**src/rtl/lpm_pkg.sv**
```systemverilog
package lpm_pkg;

  typedef enum logic [2:0] {
    ST_RUN    = 3'd0,
    ST_IDLE   = 3'd1,
    ST_WAKE   = 3'd2,
    ST_PDOWN  = 3'd3,
    ST_SETTLE = 3'd4,
    ST_RESET  = 3'd5
  } lpmState_t;

  // strobes from control to datapath
  typedef struct packed {
    logic settleClr;
    logic settleRun;
    logic eaCapture;
  } ctlStrobe_t;

  // status from datapath to control
  typedef struct packed {
    logic rstQualified;
    logic settleDone;
  } dpStatus_t;

endpackage

```
**src/rtl/lpm_datapath.sv**
```systemverilog
module lpm_datapath
  import lpm_pkg::*;
#(
  parameter int OSC_PER_MC    = 12,
  parameter int RST_MC        = 2,
  parameter int SETTLE_CYCLES = 64
) (
  input  logic       oscClk,
  input  logic       porN,
  input  logic       rstPin,
  input  logic       lockBit1,
  input  logic       eaPin,
  input  ctlStrobe_t strobe,
  output dpStatus_t  status,
  output logic       eaEff
);

  localparam int PH_W = (OSC_PER_MC > 1) ? $clog2(OSC_PER_MC) : 1;
  localparam int MC_W = $clog2(RST_MC + 1);
  localparam int ST_W = (SETTLE_CYCLES > 1) ? $clog2(SETTLE_CYCLES) : 1;
  localparam logic [PH_W-1:0] PH_LAST = PH_W'(OSC_PER_MC - 1);
  localparam logic [MC_W-1:0] MC_LAST = MC_W'(RST_MC - 1);
  localparam logic [MC_W-1:0] MC_FULL = MC_W'(RST_MC);
  localparam logic [ST_W-1:0] ST_LAST = ST_W'(SETTLE_CYCLES - 1);

  logic [PH_W-1:0] phase;
  logic [MC_W-1:0] mcCount;
  logic [ST_W-1:0] settleCnt;
  logic            eaHeld;
  logic            phaseWrap;

  assign phaseWrap = (phase == PH_LAST);

  // machine-cycle divider restarted whenever the pin is low
  always_ff @(posedge oscClk or negedge porN) begin
    if (!porN) begin
      phase   <= '0;
      mcCount <= '0;
    end else if (!rstPin) begin
      phase   <= '0;
      mcCount <= '0;
    end else if (phaseWrap) begin
      phase <= '0;
      if (mcCount != MC_FULL) mcCount <= mcCount + 1'b1;
    end else begin
      phase <= phase + 1'b1;
    end
  end

  assign status.rstQualified = rstPin &&
         ((mcCount == MC_FULL) || (phaseWrap && (mcCount == MC_LAST)));

  // oscillator settling counter
  always_ff @(posedge oscClk or negedge porN) begin
    if (!porN)                 settleCnt <= '0;
    else if (strobe.settleClr) settleCnt <= '0;
    else if (strobe.settleRun && settleCnt != ST_LAST) settleCnt <= settleCnt + 1'b1;
  end

  assign status.settleDone = strobe.settleRun && (settleCnt == ST_LAST);

  // strap capture during reset
  always_ff @(posedge oscClk or negedge porN) begin
    if (!porN)                 eaHeld <= 1'b0;
    else if (strobe.eaCapture) eaHeld <= eaPin;
  end

  assign eaEff = lockBit1 ? eaHeld : eaPin;

endmodule

```
**src/rtl/lpm_control.sv**
```systemverilog
module lpm_control
  import lpm_pkg::*;
#(
  parameter int IRQ_W = 6
) (
  input  logic             oscClk,
  input  logic             porN,
  input  logic             rstPin,
  input  logic             idleReq,
  input  logic             pdReq,
  input  logic [IRQ_W-1:0] irqVec,
  input  dpStatus_t        status,
  output ctlStrobe_t       strobe,
  output logic             cpuClkEn,
  output logic             periphClkEn,
  output logic             oscEn,
  output logic             intRst,
  output logic             ramWrInhibit
);

  lpmState_t state, stateNext;

  always_ff @(posedge oscClk or negedge porN) begin
    if (!porN) state <= ST_RESET;
    else       state <= stateNext;
  end

  always_comb begin
    stateNext = state;
    unique case (state)
      ST_RUN: begin
        if (status.rstQualified) stateNext = ST_RESET;
        else if (pdReq)          stateNext = ST_PDOWN;
        else if (idleReq)        stateNext = ST_IDLE;
      end
      ST_IDLE: begin
        if (status.rstQualified) stateNext = ST_RESET;
        else if (rstPin)         stateNext = ST_WAKE;
        else if (|irqVec)        stateNext = ST_RUN;
      end
      ST_WAKE: begin
        if (status.rstQualified) stateNext = ST_RESET;
        else if (!rstPin)        stateNext = ST_IDLE;
      end
      ST_PDOWN: begin
        if (rstPin) stateNext = ST_SETTLE;
      end
      ST_SETTLE: begin
        if (status.settleDone) stateNext = ST_RESET;
      end
      ST_RESET: begin
        if (!rstPin) stateNext = ST_RUN;
      end
      default: stateNext = ST_RESET;
    endcase
  end

  assign strobe.settleClr = (state == ST_PDOWN);
  assign strobe.settleRun = (state == ST_SETTLE);
  assign strobe.eaCapture = (state == ST_RESET);

  assign cpuClkEn     = (state == ST_RUN) || (state == ST_WAKE) || (state == ST_RESET);
  assign periphClkEn  = (state == ST_RUN) || (state == ST_IDLE) ||
                        (state == ST_WAKE) || (state == ST_RESET);
  assign oscEn        = (state != ST_PDOWN);
  assign intRst       = (state == ST_RESET) || (state == ST_SETTLE);
  assign ramWrInhibit = (state == ST_WAKE);

endmodule

```
**src/rtl/lpm_reset_ctrl.sv**
```systemverilog
module lpm_reset_ctrl
  import lpm_pkg::*;
#(
  parameter int IRQ_W         = 6,
  parameter int OSC_PER_MC    = 12,
  parameter int RST_MC        = 2,
  parameter int SETTLE_CYCLES = 64
) (
  input  logic             oscClk,
  input  logic             porN,
  input  logic             rstPin,
  input  logic             idleReq,
  input  logic             pdReq,
  input  logic [IRQ_W-1:0] irqVec,
  input  logic             lockBit1,
  input  logic             eaPin,
  output logic             cpuClkEn,
  output logic             periphClkEn,
  output logic             oscEn,
  output logic             intRst,
  output logic             ramWrInhibit,
  output logic             eaEff
);

  ctlStrobe_t strobe;
  dpStatus_t  status;

  lpm_control #(.IRQ_W(IRQ_W)) u_ctl (
    .oscClk       (oscClk),
    .porN         (porN),
    .rstPin       (rstPin),
    .idleReq      (idleReq),
    .pdReq        (pdReq),
    .irqVec       (irqVec),
    .status       (status),
    .strobe       (strobe),
    .cpuClkEn     (cpuClkEn),
    .periphClkEn  (periphClkEn),
    .oscEn        (oscEn),
    .intRst       (intRst),
    .ramWrInhibit (ramWrInhibit)
  );

  lpm_datapath #(
    .OSC_PER_MC    (OSC_PER_MC),
    .RST_MC        (RST_MC),
    .SETTLE_CYCLES (SETTLE_CYCLES)
  ) u_dp (
    .oscClk   (oscClk),
    .porN     (porN),
    .rstPin   (rstPin),
    .lockBit1 (lockBit1),
    .eaPin    (eaPin),
    .strobe   (strobe),
    .status   (status),
    .eaEff    (eaEff)
  );

endmodule

```
**config.mk**
```make
export PLATFORM = sky130hd
export DESIGN_NAME = lpm_reset_ctrl
export DESIGN_NICKNAME = d
export VERILOG_FILES = /design/src/rtl/lpm_pkg.sv /design/src/rtl/lpm_datapath.sv /design/src/rtl/lpm_control.sv /design/src/rtl/lpm_reset_ctrl.sv
export SDC_FILE = /design/constraint.sdc
export NUM_CORES = 1
export LEC_CHECK = 0
export BUFFER_PORTS_ARGS = -buffer_cell sky130_fd_sc_hd__buf_2
export CAP_MARGIN = 20
export CORE_MARGIN = 1
export CORE_UTILIZATION = 53
export CTS_CLUSTER_DIAMETER = 120
export CTS_CLUSTER_SIZE = 16
export DETAILED_ROUTE_END_ITERATION = 16
export GPL_ROUTABILITY_DRIVEN = 0
export PLACE_DENSITY_LB_ADDON = 0.1
export SLEW_MARGIN = 10
export SYNTH_ARGS = -nofsm -noshare
export SYNTH_HDL_FRONTEND = slang
export SYNTH_SLANG_ARGS = --single-unit
```
**constraint.sdc**
```tcl
create_clock -name oscClk -period 1.7 [get_ports oscClk]
set_clock_uncertainty 0.05 [all_clocks]
set_input_delay 0.085 -clock oscClk [delete_from_list [all_inputs] [get_ports oscClk]]
set_output_delay 0.085 -clock oscClk [all_outputs]
set_load 0.02 [all_outputs]
```
Word-level counts from Yosys, hierarchy flattened
Index checks and enable logic that the tools add are counted.
- flip-flop bits (word level): 16
- logic and storage cells: 64
- $add $sub $neg: 3
- eq/ne operators: 20
- muxes and demuxes: 20
- reduce and logical (&&, ||, !) cells: 16
- operator list (cell ; number):
    3-bit two-way mux ; 11
    3-bit one-hot mux with 6 select lines ; 1
    6-bit two-way mux ; 2
    4-bit two-way mux ; 2
    2-bit != test, second input constant ; 4
    1-bit logical OR ; 7
    6-bit by 1-bit adder with 6-bit output, second input constant ; 1
    3-bit by 2-bit equality test with 1-bit output, second input constant ; 2
    3-bit equality test, second input constant ; 2
    6-bit equality test, second input constant ; 1
    2-bit two-way mux ; 3
    3-bit by 2-bit != test with 1-bit output, second input constant ; 2
    6-bit != test, second input constant ; 1
    6-bit AND reduction ; 1
    6-bit OR reduction ; 1
    4-bit by 1-bit adder with 4-bit output, second input constant ; 1
    4-bit equality test, second input constant ; 1
    1-bit logical AND ; 4
    2-bit by 1-bit != test with 1-bit output, second input constant ; 2
    4-bit by 3-bit != test with 1-bit output, second input constant ; 1
    4-bit != test, second input constant ; 1
    3-bit by 1-bit equality test with 1-bit output, second input constant ; 1
    3-bit logical NOT ; 1
    2-bit by 1-bit adder with 2-bit output, second input constant ; 1
    5 further kinds ; 5

Depth between registers and ports, before layout
- word-level depth: 6
- gate-level depth with buffers: 6
- mapped depth without buffers: 6

Cells and area by module
Synthesis repeated with hierarchy kept, for this count alone.
- cell total of the unflattened synthesis: 109
- area, all modules: 1059.8 sq um
- modules (own cells, without submodules) (module ; instances ; cells an instance ; area an instance (sq um)):
    lpm_datapath ; 1 ; 73 ; 764.5
    lpm_control ; 1 ; 36 ; 295.3

Least setup slack after synthesis
No wires, ideal clock.
- kind: reg2reg
- start: register u_ctl.state[2]
- end: register u_dp.settleCnt[5]
- arrival time: 1495 ps
- data required time: 1572 ps
- setup slack: 78 ps
- cell stages (with the launch flop): 5
- cell sequence: dfstp_2 nor2b_4 o21ai_2 or4_1 a21oi_1
- longest elaborated chain between the ends: 3
- elaborated cells on any way between the ends: 5
- ends and longest elaborated chain (element ; line ; source):
    from (decl) ; lpm_control.sv:21 ; lpmState_t state, stateNext;
    from (signal assigned) ; lpm_control.sv:25 ; else state <= stateNext;
    3-bit equality test ; lpm_control.sv:59 ; assign strobe.settleRun = (state == ST_SETTLE);
    1-bit logical AND ; lpm_datapath.sv:57 ; else if (strobe.settleRun && settleCnt != ST_LAST) settleCnt <= settleCnt + 1'b1;
    2-bit nonzero test (no source line) ; n/a ;
    to (signal assigned) ; lpm_datapath.sv:57 ;
    to (decl) ; lpm_datapath.sv:28 ; logic [ST_W-1:0] settleCnt;
Parallel ways exist; a longest one is shown, timed or not.
A chain may end at the register's enable or synchronous reset.

Worst setup path after layout
- start: register u_dp.mcCount[1]
- end: register u_ctl.state[2]
- longest elaborated chain between the ends: 6
- elaborated cells on any way between the ends: 13
- ends and longest elaborated chain (element ; line ; source):
    from (decl) ; lpm_datapath.sv:27 ; logic [MC_W-1:0] mcCount;
    from (signal assigned) ; lpm_datapath.sv:44 ; if (mcCount != MC_FULL) mcCount <= mcCount + 1'b1;
    2-bit by 1-bit equality test with 1-bit output ; lpm_datapath.sv:51 ; ((mcCount == MC_FULL) || (phaseWrap && (mcCount == MC_LAST)));
    1-bit logical AND ; lpm_datapath.sv:51 ;
    1-bit logical OR * ; lpm_datapath.sv:51 ;
    1-bit logical AND * ; lpm_datapath.sv:50 ; assign status.rstQualified = rstPin &&
    4-bit != test (no source line) (tied with other cells) ; n/a ;
    6-bit AND reduction (no source line) / 3-bit one-hot mux with 6 select lines (equally long branches) ; n/a ;
Every way passes the cells marked *; elsewhere a longest branch is shown, timed or not.

==> flow_summary.toml <==
[floorplanning]
pin_count = 19
die_w_um = 44.78
die_h_um = 44.78
core-area_um2 = 1727
start_util = 0.5616
die_area_um2 = 2005
rows = 15

[cells_and_area]
fill_cells = 154
synthToLayoutAreaGrowth_pct = 24.52
final_common_cell = "buf_2"
instances_no_fill = 157
final_cell_mix = "17 x buf_2, 14 x dfrtp_1, 13 x nand2_1"
drive_above_1_share = 0.3182
diodes = 0
nets = 150

[setup_path]
required_ns = 1.87
reg2regPathDepth = 6
critPathMaxFanout = 3
cpPeakStageDelay_ns = 0.39
worst_setup_path_end_kind = "flip-flop"
rrSetupSlack_ns = 0.08
setup.worst_path.class = "flip-flop to flip-flop"
cp_data_arrival_time_ns = 1.79
cp_cell_sequence = "inv_1 -> ha_1 -> and4b_1 -> or2_2 -> o21a_1 -> o22a_2"
slowest_stage = "dfrtp_1"
cp-start-kind = "flip-flop"

[timing]
timing.fmax_ghz = 0.6184
hold_slack_ns = 0.08413
setup_viol = 0
tightest_slew_ns = 0.3581
finalCritPeriodShare = 0.9512
slew_viol_final = 0
finalHoldViolCount = 0
fin_crit_ns = 1.617
rsz0062_at_grt = "false"
tns_ns = 0
slew_headroom = 0.7594

[placement]
io_buffers = 18
dp_hpwl_um = 1401
dp.cells = 147

[route]
detail_route.wl_per_cell_um = 12.06
drc = 0
viasPerCell = 5.248
route.top_layer_used = "met4"
drtIter0Drc = 21
wl_met1_um = 946
ant_nets = 0
met3_length_um = 77
drt-total-wl_um = 1893
drt_pass1_iterations = 4
dr_wl_met2_um = 856
vias = 824

[synthesis]
ys.flop_type = "dfrtp_1"
synth_area_um2 = 969.7
synth_edf_count = 0
synth_compound_area_frac = 0.1832
synth_mux_area_frac = 0.05419
yosysUniqueCellTypes = 40
synth_top_family_by_area = "simple AND/OR/NAND/NOR gates"
async_flop_share = 1.000
avgSynthCellArea_um2 = 9.507
synthCells = 102
ys_seq_area_frac = 0.4155
synth-adder-area-share = 0.05161
synth_fp_nets = 119
synth_xor_area_frac = 0.03613
ys_warn_count = 0
ys_ff_latch = 16
yosys.area_share.simple = 0.2168

[worst_hold_path]
hp-class = "input pin to flip-flop"
hold-path-cell-count = 2

[clocking]
clkTransAtPathRegs_ns = 0.10
cts_buffer_depth = 2
htree_levels = 1
clock-root-buffer = "clkbuf_4"
cts_buffers = 3
cts_sinks = 16
clk-insertion-delay-late_ns = 0.28
cts_tree = "done"

[pwr]
power_density_nw_per_um2 = 1316
swShare = 0.3823
power_uw = 1589
internal-power_uw = 981.3
seq_power_share = 0.347
p_clk_frac = 0.159
peakVddDrop_mv = 0.7131
comb_power_share = 0.494
p_leak_uw = 0.0005717
p_sw_uw = 607.3

[grt]
first_global_vias = 776
grt_overflow = 0
grt_usage = 0.2213
grt_max_degree = 17
grt_pass1_wl_um = 3256
antenna_found_initial = 0

[run]
cap_violations = 0

[run_status]
status = "completed"
## cell families (layout without fill, tap and decap cells)
group / after synthesis / after routing
adder cells (fa/ha/maj): 4 / 4
buffers and inverters: 9 / 39
flip-flops: 16 / 16
AND/OR/NAND/NOR: 40 / 40
AO/OA/AOI/OAI: 24 / 24
multiplexers: 5 / 5
XOR/XNOR: 4 / 4
## metrics by stage
stage / area [um2] / setup WS, ns / util
final: 1207 / 0.08296 / 0.6993
after global routing: 1207 / 0.004275 / 0.6993
after CTS: 1175 / 0.06078 / 0.6804
after detailed placement: 1114 / 0.01672 / 0.6449
after global placement: 1114 / 0.08956 / 0.6449
after floorplan: 969.7 / 0.07794 / -
## critical path: cells and delay by family (launching register included)
kind	cells	cell delay [ns]
and+or+nand+nor	2	0.51
adders and majority gates	1	0.17
AOI/OAI and AO/OA	2	0.38
DFF	1	0.39
buffers and inverters	1	0.05
## registers in the layout (all words and copies together), names as in the netlist
register / flops
u_dp.mcCount: 2
u_dp.eaHeld: 1
u_dp.settleCnt: 6
u_ctl.state: 3
u_dp.phase: 4
## per-layer routing
layer | vias up | track usage
met5 | - | 0
met4 | 0 | 0.09091
met3 | 2 | 0.03600
met2 | 19 | 0.3500
met1 | 375 | 0.3039
li1 | 428 | -
## final timing paths
path	startpoint	endpoint
max in group asynchronous	porN	u_ctl.state[0]
worst min register to register	u_dp.phase[0]	u_dp.phase[0]
worst min-delay path	rstPin	u_dp.mcCount[1]
min in group asynchronous	porN	u_ctl.state[1]
worst max-delay path	u_dp.mcCount[1]	u_ctl.state[2]
worst max register to register	u_dp.mcCount[1]	u_ctl.state[2]
## synth_stat cells, drive strengths merged, types with 3 or more instances
| cell type | number | area (um2) |
|---|---|---|
| nor2b | 3 | 26.27 |
| nor2 | 7 | 26.28 |
| ha | 4 | 50.05 |
| mux2i | 3 | 30.03 |
| nor3 | 3 | 15.01 |
| dfrtp | 14 | 350.3 |
| xnor2 | 3 | 26.28 |
| o21ai | 4 | 23.77 |
| inv | 5 | 18.77 |
| nand2 | 13 | 48.80 |
| clkbuf | 3 | 11.26 |
| a21oi | 5 | 25.02 |
## cell type report
class | instances | area, um2 | area share
sequential | 16 | 402.9 | 0.3337
timing repair buffer | 30 | 187.7 | 0.1554
clock buffer | 4 | 36.28 | 0.03005
multi-input combinational | 77 | 530.5 | 0.4394
inverter | 5 | 18.77 | 0.01554
tap | 25 | 31.28 | 0.02591
## power by group through the flow
stage / registers [uW] / logic (uW) / clock network, uW
6_report: 551 / 785 / 253
5_1_grt: 561 / 875 / 272
2_1_floorplan: 529 / 522 / 0
4_1_cts: 576 / 687 / 258
3_5_place_dp: 584 / 680 / 0
3_3_place_gp: 579 / 665 / 0
## repair_timing
action                     CTS  global route
hold endpoints to repair    17             0
buffers inserted             0             4
gates resized for setup      1             1
setup endpoints to repair    1             4
hold buffers                 2             0
No activity file was read; power rests on OpenSTA's default activity.
